## src/rtl/omc_pkg.sv

```systemverilog
// Package: shared mode codes and mode decoding helpers for the output cell.
// Assumes cfg_mode is static while the cell operates; codes 4..7 all mean input.
package omc_pkg;

    localparam int MODE_W = 3;

    typedef enum logic [MODE_W-1:0] {
        MD_REG_OUT  = 3'd0,
        MD_REG_IN   = 3'd1,
        MD_COMB_BUR = 3'd2,
        MD_COMB_IO  = 3'd3,
        MD_INPUT    = 3'd4
    } omc_mode_e;

    // True when the mode lets the cell drive its pin.
    function automatic logic mode_drives(input logic [MODE_W-1:0] m);
        return (m == MD_REG_OUT) || (m == MD_COMB_BUR) || (m == MD_COMB_IO);
    endfunction

    // True when ticks may advance the flip-flop.
    function automatic logic mode_clocks(input logic [MODE_W-1:0] m);
        return (m == MD_REG_OUT) || (m == MD_REG_IN) || (m == MD_COMB_BUR);
    endfunction

endpackage

```

## src/rtl/omc_clk_pick.sv

```systemverilog
// Module: picks the register clock source and turns its rising edge into a
// one-cycle tick in the system clock domain.
// Assumes both sources are levels already synchronous to clk.
module omc_clk_pick (
    input  logic clk,
    input  logic rst_n,
    input  logic sel_term,
    input  logic src_pin,
    input  logic src_term,
    output logic tick
);

    logic src_now;
    logic src_last;

    // Select the source level named by the configuration.
    always_comb begin
        src_now = sel_term ? src_term : src_pin;
    end

    // Remember the selected level seen at the previous edge.
    always_ff @(posedge clk) begin
        if (!rst_n) begin
            src_last <= 1'b0;
        end else begin
            src_last <= src_now;
        end
    end

    // A tick is a low-to-high change since the previous edge.
    always_comb begin
        tick = src_now & ~src_last;
    end

endmodule

```

## src/rtl/omc_store.sv

```systemverilog
// Module: the cell's storage element, J-K or D, with preload, clear and set.
// Priority at each edge: reset, preload, clear, set, ticked next state.
// Assumes adv already includes the mode gating.
module omc_store (
    input  logic clk,
    input  logic rst_n,
    input  logic adv,
    input  logic as_d,
    input  logic j_in,
    input  logic k_in,
    input  logic pre_en,
    input  logic pre_val,
    input  logic clr,
    input  logic set,
    output logic q
);

    logic nxt;

    // Next-state value from the J-K table or the D input.
    always_comb begin
        if (as_d) begin
            nxt = j_in;
        end else begin
            unique case ({j_in, k_in})
                2'b00:   nxt = q;
                2'b01:   nxt = 1'b0;
                2'b10:   nxt = 1'b1;
                default: nxt = ~q;
            endcase
        end
    end

    // State update in fixed priority order.
    always_ff @(posedge clk) begin
        if (!rst_n) begin
            q <= 1'b0;
        end else if (pre_en) begin
            q <= pre_val;
        end else if (clr) begin
            q <= 1'b0;
        end else if (set) begin
            q <= 1'b1;
        end else if (adv) begin
            q <= nxt;
        end
    end

endmodule

```

## src/rtl/omc_drive.sv

```systemverilog
// Module: pin-side logic of the cell: drive value, enable and pin feedback.
// Purely combinatorial; assumes q is the stored flip-flop state.
module omc_drive
    import omc_pkg::*;
(
    input  logic [MODE_W-1:0] mode,
    input  logic              invert,
    input  logic              oe_sel,
    input  logic              oe_pin,
    input  logic              oe_term,
    input  logic              comb,
    input  logic              q,
    input  logic              pad_in,
    output logic              drv,
    output logic              drv_en,
    output logic              pad_fb
);

    logic src;
    logic drives;

    // Pick the value routed toward the pin.
    always_comb begin
        drives = mode_drives(mode);
        src    = (mode == MD_REG_OUT) ? q : comb;
        drv    = drives ? (src ^ invert) : 1'b0;
    end

    // Pick the enable source; input modes never drive.
    always_comb begin
        drv_en = drives & (oe_sel ? oe_term : oe_pin);
    end

    // The pad level: our own drive when enabled, else the outside level.
    always_comb begin
        pad_fb = drv_en ? drv : pad_in;
    end

endmodule

```

## src/rtl/omc_cell.sv

```systemverilog
// Module: top of one configurable output macrocell. Joins clock selection,
// storage and pin logic. In the buried-register mode the flip-flop keeps
// running from its own terms while the pin carries the combinatorial term.
// Assumes configuration inputs are static during operation.
module omc_cell
    import omc_pkg::*;
(
    input  logic              clk,
    input  logic              rst_n,
    input  logic [MODE_W-1:0] cfg_mode,
    input  logic              cfg_invert,
    input  logic              cfg_dtype,
    input  logic              cfg_clk_sel,
    input  logic              cfg_oe_sel,
    input  logic              comb_term,
    input  logic              j_term,
    input  logic              k_term,
    input  logic              set_term,
    input  logic              clr_term,
    input  logic              clk_term,
    input  logic              oe_term,
    input  logic              clk_pin,
    input  logic              oe_pin,
    input  logic              pin_in,
    input  logic              pre_en,
    input  logic              pre_val,
    output logic              pin_out,
    output logic              pin_oe,
    output logic              fb_pin,
    output logic              fb_reg
);

    logic tick;
    logic adv;
    logic as_d;
    logic j_sel;
    logic q;

    omc_clk_pick u_clk (
        .clk      (clk),
        .rst_n    (rst_n),
        .sel_term (cfg_clk_sel),
        .src_pin  (clk_pin),
        .src_term (clk_term),
        .tick     (tick)
    );

    // Route the flip-flop inputs: pin capture in registered-input mode.
    always_comb begin
        adv   = tick & mode_clocks(cfg_mode);
        as_d  = cfg_dtype | (cfg_mode == MD_REG_IN);
        j_sel = (cfg_mode == MD_REG_IN) ? pin_in : j_term;
    end

    omc_store u_store (
        .clk     (clk),
        .rst_n   (rst_n),
        .adv     (adv),
        .as_d    (as_d),
        .j_in    (j_sel),
        .k_in    (k_term),
        .pre_en  (pre_en),
        .pre_val (pre_val),
        .clr     (clr_term),
        .set     (set_term),
        .q       (q)
    );

    omc_drive u_drive (
        .mode    (cfg_mode),
        .invert  (cfg_invert),
        .oe_sel  (cfg_oe_sel),
        .oe_pin  (oe_pin),
        .oe_term (oe_term),
        .comb    (comb_term),
        .q       (q),
        .pad_in  (pin_in),
        .drv     (pin_out),
        .drv_en  (pin_oe),
        .pad_fb  (fb_pin)
    );

    // Register feedback is the stored state in every mode.
    always_comb begin
        fb_reg = q;
    end

endmodule


```

## config.mk

```make
export PLATFORM = sky130hd
export DESIGN_NAME = omc_cell
export DESIGN_NICKNAME = d
export VERILOG_FILES = /design/src/rtl/omc_pkg.sv /design/src/rtl/omc_clk_pick.sv /design/src/rtl/omc_store.sv /design/src/rtl/omc_drive.sv /design/src/rtl/omc_cell.sv
export SDC_FILE = /design/constraint.sdc
export NUM_CORES = 1
export LEC_CHECK = 0
export ABC_AREA = 1
export BUFFER_PORTS_ARGS = -buffer_cell sky130_fd_sc_hd__buf_2
export CORE_AREA = 3 3 40 42
export DETAILED_ROUTE_END_ITERATION = 10
export DIE_AREA = 0 0 43 45
export PLACE_DENSITY = 0.49
export RECOVER_POWER = 50
export SLEW_MARGIN = 20
export SYNTH_ARGS = -nofsm -noshare
export SYNTH_HDL_FRONTEND = slang
export SYNTH_SLANG_ARGS = --single-unit
```

## constraint.sdc

```tcl
create_clock -name clk -period 3.5 [get_ports clk]
set_input_delay 0.35 -clock clk [delete_from_list [all_inputs] [get_ports clk]]
set_output_delay 0.35 -clock clk [all_outputs]
set_load 0.02 [all_outputs]
```

Word-level counts from Yosys, hierarchy flattened

Index checks and enable logic that the tools add are counted.
W data, S select, Z words.

Input bits: 21
Flip-flop bits (word level): 2
Output and inout bits: 4

Equal/unequal tests: 6
Bitwise gates (word level): 7
Reductions and logical operators: 8
Muxes and demuxes: 12

Operator list:

| kind                 | count |
|---|---|
| $mux W1              | 11 |
| $eq A3 B2 Y1 const B | 2 |
| $ne A5 B5 Y1 const B | 1 |
| $logic_or A1 B1 Y1   | 4 |
| $reduce_bool A4 Y1   | 1 |
| $and A1 B1 Y1        | 3 |
| $eq A3 B1 Y1 const B | 1 |
| $logic_not A3 Y1     | 1 |
| $pmux W1 S3          | 1 |
| $eq A2 B1 Y1 const B | 1 |
| $eq A2 B2 Y1 const B | 1 |
| $logic_not A2 Y1     | 1 |
| $not A1 Y1           | 2 |
| $reduce_and A2 Y1    | 1 |
| $or A1 B1 Y1         | 1 |
| $xor A1 B1 Y1        | 1 |

Longest topological paths before layout

Depth after elaboration: 9
Gate-level depth with buffers: 14
Gate-level depth less buffers: 14

By module

A second synthesis with hierarchy kept.

Cells, all modules: 72
Area total of the unflattened synthesis: 381.6 um^2

By module, submodules not included:

| module       | cells an instance | area an instance (um^2) | times used | seq. area each (um^2) |
|---|---|---|---|---|
| omc_store    | 27                | 153.9                   | 1          | 20.0 |
| omc_drive    | 25                | 132.6                   | 1          | 0.0 |
| omc_clk_pick | 10                | 53.8                    | 1          | 20.0 |
| omc_cell     | 10                | 41.3                    | 1          | 0.0 |

Worst setup path before layout

OpenSTA, ideal clock, no wires.

Path kind: in2out
Start: input cfg_mode[2]
End: output fb_pin
Required time: 3,150 ps
Path buffers: 0
Stages on the path: 5
Path slack: 1,865 ps
Arrival: 1,285 ps
Cells stage by stage: inv_2 > o21ai_1 > nor2_1 > nor2_1 > a21oi_1

Longest elaborated chain between the ends: 5
Elaborated cells between the ends (all ways): 10

Ends and longest elaborated chain:

| what                                             | line            | source |
|---|---|---|
| start: declaration                               | omc_cell.sv:10  | `input logic [MODE_W-1:0] cfg_mode,` |
| $eq A3 B2 Y1 or $logic_not A3 Y1 (tied branches) | omc_pkg.sv:17   | `return (m == MD_REG_OUT) \|\| (m == MD_COMB_BUR) \|\| (m == MD_COMB_IO);` |
| $logic_or A1 B1 Y1                               | omc_pkg.sv:17   |  |
| $logic_or A1 B1 Y1 *                             | omc_pkg.sv:17   |  |
| $and A1 B1 Y1 *                                  | omc_drive.sv:31 | `drv_en = drives & (oe_sel ? oe_term : oe_pin);` |
| via pin_oe                                       | omc_cell.sv:28  | `output logic pin_oe,` |
| $mux W1 *                                        | omc_drive.sv:36 | `pad_fb = drv_en ? drv : pad_in;` |
| end: declaration                                 | omc_cell.sv:29  | `output logic fb_pin,` |

Mark *: on every way through the listed nets, which the timed path passes. The rest lies on a longest branch.

Worst setup path after layout

Start: input cfg_mode[1]
End: register u_store.q

Longest elaborated chain between the ends: 9
Elaborated cells between the ends (all ways): 20

Ends and longest elaborated chain:

| what                                       | line                                          | source |
|---|---|---|
| $eq A3 B1 Y1                               | omc_pkg.sv:22, omc_cell.sv:51, omc_cell.sv:52 |  |
| $mux W1                                    | omc_cell.sv:52                                | `j_sel = (cfg_mode == MD_REG_IN) ? pin_in : j_term;` |
| $eq A2 B2 Y1, or another cell as far along | omc_store.sv:25                               | `unique case ({j_in, k_in})` |
| $pmux W1 S3                                | omc_store.sv:25                               |  |
| $mux W1                                    | omc_store.sv:22                               | `if (as_d) begin` |
| $mux W1                                    | omc_store.sv:44                               | `end else if (adv) begin` |
| $mux W1                                    | omc_store.sv:42                               | `end else if (set) begin` |
| $mux W1                                    | omc_store.sv:40                               | `end else if (clr) begin` |
| $mux W1                                    | omc_store.sv:38                               | `end else if (pre_en) begin` |
| end signal: assignment                     | omc_store.sv:39                               | `q <= pre_val;` |
| end signal: assignment                     | omc_store.sv:45                               | `q <= nxt;` |
| end: declaration                           | omc_store.sv:15                               | `output logic q` |

Several ways; a longest one is shown, not always the timed one. The select of a mux whose other input is x is not followed.
A chain may end at the register's enable or synchronous reset.

==> flow_metrics.py <==
metrics = {
    "drt": {
        "drt_wl_total_um": 726,
        "post_drt_wl_per_cell_um": 7.81,
        "first_pass_iters": 2,
        "vias": 385,
        "drcViolationCount": 0,
        "viasPerCell": 4.14,
        "drt_iter0_drc": 9,
        "drtAntennaViolNets": 0,
    },
    "logic_synthesis": {
        "avgSynthCellArea_um2": 5.79,
        "synth_fp_nets": 74,
        "synth_area_um2": 295,
        "synth.distinct_cells": 17,
        "ys_warn_count": 0,
        "ys_seq_area_share_pct": 13.6,
        "ys_ff_latch": 2,
        "synthCells": 51,
    },
    "global_route": {
        "track_usage_pct": 8.47,
        "grt_max_degree": 5,
        "antenna_found_initial": 0,
        "overflow": 0,
        "grt_pass1_wl_um": 1190,
        "first_global_vias": 333,
    },
    "cts": {
        "cts.path.max_buffers": 2,
        "clk_pin_slew_worst_paths_ns": 0.03,
        "hold_buffers": 0,
        "cts_made_buffers": 3,
        "clk_latency_ns": 0.23,
        "post_cts_buffers": 0,
        "cts_resized": 0,
        "cts_tree": "yes",
        "cts_sinks": 2,
        "root_buffer": "clkbuf_4",
        "ctsHtreeMaxLevel": 1,
    },
    "timing": {
        "final-max-slew-violation-count": 0,
        "final.hold.worst_slack_ns": 0.361,
        "setup_viol_count_final": 0,
        "final.setup.tns_ns": 0,
        "period_share_pct": 44.5,
        "finClkSkew_ns": 0.000550,
        "finalHoldViolCount": 0,
        "worst_pin_slew_ns": 0.233,
        "max_freq_ghz": 0.642,
        "setup_slack_ns": 1.94,
        "finalCriticalPeriod_ns": 1.56,
        "slew_headroom_pct": 84.3,
        "grt_setup_unrepaired": "false",
    },
    "worst_setup_path": {
        "crit_path_frequent_cell": "nand2_1",
        "required_ns": 3.62,
        "endpoint": "u_store.q",
        "critical_path_buf_inv_count": 4,
        "crit_start": "cfg_mode[1]",
        "cp.depth": 14,
        "cpPeakStageDelay_ns": 0.26,
        "path_delay_family": "simple AND/OR/NAND/NOR gates",
        "worstPathArrival_ns": 1.68,
        "crit_path_top_delay_cell": "ha_1",
        "reg2reg_depth": 8,
        "start_kind": "input port",
        "reg2reg_from": "u_clk.src_last",
        "end_kind": "flop",
        "r2r-end": "u_store.q",
        "path_max_fanout": 4,
        "r2r_slack_ns": 2.54,
        "critPathKind": "in2reg",
        "crit_chain": "buf_2 -> inv_2 -> nand4_1 -> nand2_1 -> inv_1 -> ha_1 -> inv_1 -> or2_0 -> nand2_1 -> nand2_1 -> nand3_1 -> nand3_1 -> nand2_1 -> a21oi_2",
    },
    "final_layout": {
        "fillers": 156,
        "area_growth_pct": 52.5,
        "n_antenna_cell": 0,
        "final_common_cell": "buf_2",
        "fin_nets": 103,
        "drive_gt1_share_pct": 41.0,
        "most-common-layout-cells": "buf_2, nand2_1, inv_1, nor2_1, nand3_1",
    },
    "placed_design": {
        "io_buffers": 24,
        "place_ws_ns": 1.69,
        "place.gp.congestion": 0.673,
        "dp_hpwl_um": 636,
    },
    "power": {
        "power.density_nw_per_um2": 271,
        "power_leakage_uw": 0.000264,
        "irDropWorstVdd_uv": 99.4,
    },
    "die": {
        "die_x_um": 43,
        "dieArea_um2": 1940,
        "ios": 25,
        "start_util_pct": 23.0,
        "core_um2": 1280,
        "die_y_um": 45,
        "rows": 13,
    },
    "run_status": {
        "status": "finished clean",
    },
    "flow_run": {
        "max_cap_violations": 0,
    },
    "worst_hold_path": {
        "hold_class": "in2reg",
    },
}
## Yosys cell counts, drive strengths merged
cell type,n,share of area [%]
nor2,7,8.9
mux2i,1,3.4
o21ai,4,9.3
ha,2,8.5
or2,1,2.1
xnor2,1,3.0
inv,11,14
dfxtp,2,14
a21oi,3,6.4
nand2,11,14
nand4,1,2.1
clkinv,1,1.3
nand3,6,14
## stage by stage
step                area, um^2  total power (uW)  utilization [%]  cells
detailed placement         434              72.5             33.8     90
global route               450               134             35.1     93
floorplan                  295              53.6                -     51
CTS                        457               127             35.5     93
global placement           434              72.3             33.8     90
finish                     450               122             35.1     93
## tightest hold or removal path, stage by stage
cell     delay, ns
buf_2         0.07
inv_1         0.04
a21oi_2       0.08
## area by class of cell
cell class	count	area [um^2]	area share (%)
inverters	12	45.0	10.0
clock buffers	3	22.5	5.00
repair buffers	24	118	26.1
multi-input cells	37	206	45.8
flip-flops and latches	2	40.0	8.89
well taps	15	18.8	4.17
## worst min-delay path by stage
| stage | slack [ns] | endpoint | start | cells past startpoint |
|---|---|---|---|---|
| 2_1_floorplan | 0.49 | u_clk.src_last | cfg_clk_sel | 2 |
| 3_3_place_gp | 0.60 | u_clk.src_last | rst_n | 3 |
| 3_5_place_dp | 0.59 | u_clk.src_last | rst_n | 3 |
| 4_1_cts | 0.36 | u_store.q | rst_n | 3 |
| 5_1_grt | 0.38 | u_store.q | rst_n | 3 |
| 6_report | 0.36 | u_store.q | rst_n | 3 |
## state kept, by name, summed over array words and instances, names as in the netlist
name,flops
u_clk.src_last,1
u_store.q,1
## where the power goes
part	switching [uW]	total, uW	leakage, uW	internal, uW
clock	13.7	51.6	0.0000138	37.8
combinational	24.5	44.9	0.000233	20.4
sequential	0.950	25.5	0.0000166	24.5
total	39.1	122	0.000264	82.8
## kinds of logic (layout without fill, tap and decap cells)
family	count (synthesis)	in the layout	synth area share, %
AOI/OAI and AO/OA	7	7	15.7
xor gates and xnor gates	1	1	2.97
adders and majority gates	2	2	8.47
buffers and inverters	12	39	15.3
DFF	2	2	13.6
muxes	1	1	3.39
and+or+nand+nor	26	26	40.7
## routing by layer
metal  global-route usage [%]  vias to the layer above  share of wire, %
li1                         -                      213                 -
met1                     9.33                      147                38
met2                     12.0                       20                44
met3                     4.38                        5                15
met4                     7.23                        0               3.2
met5                        0                        -                 0
Note: power is estimated with default switching activity, not from simulation.
